$ cat src/rtl/stk_rec_pkg.sv
package stk_rec_pkg;

    typedef enum logic [2:0] {
        OP_IDLE = 3'd0,
        OP_PUSH = 3'd1,
        OP_POP  = 3'd2,
        OP_CALL = 3'd3,
        OP_RET  = 3'd4
    } stk_op_e;

    typedef struct packed {
        logic ovf;
        logic udf;
        logic err;
    } stk_flags_s;

    localparam int unsigned NUM_FLAGS = $bits(stk_flags_s);

    function automatic int unsigned fill_width(input int unsigned depth);
        return $clog2(depth + 1);
    endfunction

    function automatic logic multi_hot(input logic [3:0] v);
        return |(v & (v - 4'd1));
    endfunction

endpackage

$ cat src/rtl/stk_evt_decode.sv
module stk_evt_decode
    import stk_rec_pkg::*;
(
    input  logic    ev_push,
    input  logic    ev_pop,
    input  logic    ev_call,
    input  logic    ev_ret,
    output stk_op_e op,
    output logic    collide
);

    logic [3:0] strobes;

    always_comb begin
        strobes = {ev_ret, ev_call, ev_pop, ev_push};
        collide = multi_hot(strobes);
        op      = OP_IDLE;
        if (!collide) begin
            if (ev_push)      op = OP_PUSH;
            else if (ev_pop)  op = OP_POP;
            else if (ev_call) op = OP_CALL;
            else if (ev_ret)  op = OP_RET;
        end
    end

endmodule

$ cat src/rtl/stk_rec_shift.sv
module stk_rec_shift
    import stk_rec_pkg::*;
#(
    parameter int unsigned REC_W   = 32,
    parameter int unsigned FRAME_W = 2
) (
    input  logic             clk,
    input  logic             rst,
    input  stk_op_e          op,
    output logic [REC_W-1:0] rec_q
);

    logic [REC_W-1:0] rec_d;

    always_comb begin
        unique case (op)
            OP_PUSH: rec_d = {rec_q[REC_W-2:0], 1'b0};
            OP_CALL: rec_d = {rec_q[REC_W-1-FRAME_W:0], {FRAME_W{1'b1}}};
            OP_POP:  rec_d = {1'b0, rec_q[REC_W-1:1]};
            OP_RET:  rec_d = {{FRAME_W{1'b0}}, rec_q[REC_W-1:FRAME_W]};
            default: rec_d = rec_q;
        endcase
    end

    always_ff @(posedge clk) begin
        if (rst) rec_q <= '0;
        else     rec_q <= rec_d;
    end

endmodule

$ cat src/rtl/stk_fill_track.sv
module stk_fill_track
    import stk_rec_pkg::*;
#(
    parameter int unsigned REC_W   = 32,
    parameter int unsigned FRAME_W = 2,
    parameter int unsigned CNT_W   = 6
) (
    input  logic             clk,
    input  logic             rst,
    input  stk_op_e          op,
    output logic [CNT_W-1:0] fill_q,
    output logic             ovf_set,
    output logic             udf_set
);

    localparam logic [CNT_W-1:0] FULL     = CNT_W'(REC_W);
    localparam logic [CNT_W-1:0] FRAME    = CNT_W'(FRAME_W);
    localparam logic [CNT_W-1:0] CALL_LIM = CNT_W'(REC_W - FRAME_W);
    localparam logic [CNT_W-1:0] ONE      = CNT_W'(1);

    logic [CNT_W-1:0] fill_d;

    always_comb begin
        fill_d  = fill_q;
        ovf_set = 1'b0;
        udf_set = 1'b0;
        unique case (op)
            OP_PUSH: begin
                if (fill_q == FULL) ovf_set = 1'b1;
                else                fill_d  = fill_q + ONE;
            end
            OP_CALL: begin
                if (fill_q > CALL_LIM) begin
                    ovf_set = 1'b1;
                    fill_d  = FULL;
                end else begin
                    fill_d  = fill_q + FRAME;
                end
            end
            OP_POP: begin
                if (fill_q == '0) udf_set = 1'b1;
                else              fill_d  = fill_q - ONE;
            end
            OP_RET: begin
                if (fill_q < FRAME) begin
                    udf_set = 1'b1;
                    fill_d  = '0;
                end else begin
                    fill_d  = fill_q - FRAME;
                end
            end
            default: fill_d = fill_q;
        endcase
    end

    always_ff @(posedge clk) begin
        if (rst) fill_q <= '0;
        else     fill_q <= fill_d;
    end

endmodule

$ cat src/rtl/stk_sticky_bank.sv
module stk_sticky_bank #(
    parameter int unsigned N = 3
) (
    input  logic         clk,
    input  logic         rst,
    input  logic         clr,
    input  logic [N-1:0] set,
    output logic [N-1:0] hold_q
);

    for (genvar i = 0; i < N; i++) begin : g_flag
        logic q;
        always_ff @(posedge clk) begin
            if (rst) q <= 1'b0;
            else     q <= set[i] | (q & ~clr);
        end
        assign hold_q[i] = q;
    end

endmodule

$ cat src/rtl/stk_record_top.sv
module stk_record_top
    import stk_rec_pkg::*;
#(
    parameter int unsigned REC_W   = 32,
    parameter int unsigned FRAME_W = 2,
    localparam int unsigned CNT_W  = fill_width(REC_W)
) (
    input  logic             clk,
    input  logic             rst,
    input  logic             ev_push,
    input  logic             ev_pop,
    input  logic             ev_call,
    input  logic             ev_ret,
    input  logic             dbg_clr,
    output logic [REC_W-1:0] rec_bits,
    output logic [CNT_W-1:0] rec_fill,
    output logic             ovf_flag,
    output logic             udf_flag,
    output logic             collide_flag
);

    stk_op_e    op;
    logic       collide;
    logic       ovf_set;
    logic       udf_set;
    stk_flags_s set_s;
    stk_flags_s hold_s;

    stk_evt_decode i_decode (
        .ev_push (ev_push),
        .ev_pop  (ev_pop),
        .ev_call (ev_call),
        .ev_ret  (ev_ret),
        .op      (op),
        .collide (collide)
    );

    stk_rec_shift #(
        .REC_W   (REC_W),
        .FRAME_W (FRAME_W)
    ) i_shift (
        .clk   (clk),
        .rst   (rst),
        .op    (op),
        .rec_q (rec_bits)
    );

    stk_fill_track #(
        .REC_W   (REC_W),
        .FRAME_W (FRAME_W),
        .CNT_W   (CNT_W)
    ) i_fill (
        .clk     (clk),
        .rst     (rst),
        .op      (op),
        .fill_q  (rec_fill),
        .ovf_set (ovf_set),
        .udf_set (udf_set)
    );

    always_comb begin
        set_s.ovf = ovf_set;
        set_s.udf = udf_set;
        set_s.err = collide;
    end

    stk_sticky_bank #(
        .N (NUM_FLAGS)
    ) i_flags (
        .clk    (clk),
        .rst    (rst),
        .clr    (dbg_clr),
        .set    (set_s),
        .hold_q (hold_s)
    );

    assign ovf_flag     = hold_s.ovf;
    assign udf_flag     = hold_s.udf;
    assign collide_flag = hold_s.err;

endmodule

$ cat config.mk
export PLATFORM = sky130hd
export DESIGN_NAME = stk_record_top
export DESIGN_NICKNAME = d
export VERILOG_FILES = /design/src/rtl/stk_rec_pkg.sv /design/src/rtl/stk_evt_decode.sv /design/src/rtl/stk_rec_shift.sv /design/src/rtl/stk_fill_track.sv /design/src/rtl/stk_sticky_bank.sv /design/src/rtl/stk_record_top.sv
export SDC_FILE = /design/constraint.sdc
export NUM_CORES = 1
export LEC_CHECK = 0
export ABC_AREA = 1
export BUFFER_PORTS_ARGS = -buffer_cell sky130_fd_sc_hd__buf_4
export CORE_ASPECT_RATIO = 0.8
export CORE_UTILIZATION = 50
export DETAILED_ROUTE_END_ITERATION = 10
export PLACE_DENSITY = 0.72
export SYNTH_ARGS = -nofsm -noshare
export SYNTH_HDL_FRONTEND = slang
export SYNTH_SLANG_ARGS = --single-unit
$ cat constraint.sdc
create_clock -name clk -period 2.7 [get_ports clk]
set_input_delay 0.135 -clock clk [delete_from_list [all_inputs] [get_ports clk]]
set_output_delay 0.135 -clock clk [all_outputs]
set_load 0.02 [all_outputs]
==> metrics.txt <==
r2r setup slk=slightly above 1 ns; total number of vias=between 3k and 4k; Detailed Route Iter0 Violations=485; most frequent cells in the layout=115 x nand2_1, 63 x inv_1, 54 x nor2_1; Pre-antenna DRT Iters=5; element type at the critical path start=register; die area=roughly 6000 um^2; Data required, critical path=between 2 and 3 ns; Diodes inserted=0; reg2reg end=i_fill.fill_q[0]; TNS Setup=0 ns; final hold vios=0; clk slew on worst S/H paths=0.08 ns; Routed WL=between 7 and 8 mm; Detail Route Antenna Nets=0; Final Critical Period=~1.7 ns; CTS resizes=0; Avg Cell Area, Syn=between 6 and 7 um^2; min-delay worst type=input pin to register; layout cells sized above 1=14.9%; status=completed; area of the mapped netlist=2760 um^2; worst skew pair latency=slightly below 0.3 ns; Layout Nets=490; Yosys cell types=30; setup bufs post-CTS=0; Routed WL per cell=14.6 um; hold_buf cts=0; DRC viols=0; Synth Register Bits=41; RR Startpoint=i_fill.fill_q[1]; Clock Root Buffer=clkbuf_8; Initial Util=53.7%; RSZ-0062 raised after global routing=false; Layout Area Growth over Synthesis=16.0%; CP arrival=between 1.5 and 2 ns; Worst slew margin=around half; Max FO, Critical Path=7; CTS tree=yes; Top Ports=48; CP endpoint=i_fill.fill_q[0]; Worst IR Drop VDD=about 0.21 mV; Die W=85.1 um; pin count of the biggest net entering global routing=29; GR Overflow Total=0; crit path kind=register to register; CTS Buffer Depth=2; Slew Viols, Final=0; clock sink count=41; most common cell after layout, fill and taps aside=nand2_1; Synth Instances=between 400 and 500; crit path launch=i_fill.fill_q[1]; max cap viols=0; Clock Skew=around 0.0097 ns; Num CTS Buffers=5; final worst-path cycle share=a little over 60%; syn_nets=between 400 and 500; IO Port Bufs=between 40 and 50; Fmax=around 0.6 GHz; H-tree Lvls=2; initial antenna violation count=0; GPL Wtd Cong=about 1; post-DR vias/cell=between 5 and 6; first-pass GRT wire length=~13 mm; placed wire-length estimate=5.30 mm; YS warnings=0; total power=1370 uW; pwr dens=426 nW/um^2; sequential share of the synthesized area=~30%; # setup viols final=0; cells on worst reg2reg path=7; Core Area=~5200 um^2; worst slew pin tran=0.776 ns; static leakage=about 0.0015 uW; Filler Cell Count=between 400 and 500; Rows=23; GRT Overall Usage=between 20 and 30%; DIE HEIGHT=around 69 um; vias in the first global route=around 2.8k; Worst setup EP type=register
cell usage after synthesis:
library cell  number  area share (%)
o22ai_1           13             2.9
fa_1               1            0.72
nor2_1            54             7.3
clkinv_1           1            0.14
ha_1               6             2.7
a31oi_1            4            0.91
nor3_1             1            0.18
nand3_1           20             3.6
o2111ai_1          1            0.32
nand4_1            7             1.6
nor2_2             1            0.23
o211ai_1          11             3.0
nand3_2            4             1.4
a22oi_1            2            0.54
o21ai_1            3            0.54
nor2_4             3             1.2
clkbuf_1           5            0.68
clkbuf_8           1            0.50
dfxtp_1           41              30
buf_4              2            0.54
xor2_1             3            0.95
a21oi_1           12             2.2
buf_2              8             1.4
inv_2              5            0.68
inv_1             63             8.6
nand3b_1           1            0.27
o221ai_1          14             4.4
nand2_1          115              16
o21ai_0           32             5.8
buf_6              3             1.2
how the worst min path moves through the flow:
stage	startpoint	endpoint	slack, ns	cells past startpoint
global placement	dbg_clr	i_flags.g_flag[2].q	0.45	4
floorplan	dbg_clr	i_flags.g_flag[2].q	0.34	3
detailed placement	dbg_clr	i_flags.g_flag[2].q	0.47	4
CTS	dbg_clr	i_flags.g_flag[2].q	0.16	4
global route	dbg_clr	i_flags.g_flag[1].q	0.17	4
finish	dbg_clr	i_flags.g_flag[1].q	0.17	4
stage by stage:
stage               hold WS [ns]  cells  cell area (um^2)  util (%)  setup WS [ns]
floorplan                  0.341    437              2760         -           1.03
global placement           0.452    531              3100      60.2          0.803
detailed placement         0.467    531              3100      60.2          0.777
CTS                        0.164    538              3210      62.3           1.06
global route               0.173    538              3210      62.3          0.795
finish                     0.165    538              3210      62.3           1.02
power breakdown:
group	internal [uW]	switching (uW)
combinational	78.1	158
sequential	618	28.3
clock	269	216
total	965	402
sequential cells by signal, indices dropped and copies added (netlist names):
name              flops
i_shift.rec_q        32
i_flags.g_flag.q      3
i_fill.fill_q         6
cell type report:
class,instances,area [um^2],area share (%)
sequential,41,821,25.6
clock buffer,5,68.8,2.15
tap,62,77.6,2.42
timing repair buffer,51,383,11.9
inverter,69,259,8.08
clock inverter,2,35.0,1.09
multi-input combinational,308,1560,48.7
kinds of logic (layout without fill, tap and decap cells):
| family | Yosys count | after routing | share of synthesized area (%) |
|---|---|---|---|
| xor gates and xnor gates | 3 | 3 | 0.951 |
| and+or+nand+nor | 206 | 206 | 31.5 |
| DFF | 41 | 41 | 29.7 |
| AOI/OAI and AO/OA | 92 | 92 | 20.6 |
| adders and majority gates | 7 | 7 | 3.44 |
| buffers and inverters | 88 | 127 | 13.8 |
layer usage:
layer | routed length, um | track usage, %
met1 | 3980 | 41.6
met5 | 0 | 0
met2 | 3180 | 42.9
met4 | 50 | 9.53
met3 | 669 | 5.71
worst max-delay path, stage by stage (launching register included):
cell,delay [ns]
dfxtp_1,0.52
inv_1,0.18
nor2_1,0.17
nand3_1,0.22
a21oi_1,0.27
nand3_1,0.10
nand2_1,0.07
nor2_1,0.05
Power figures use the tool's default switching activity.
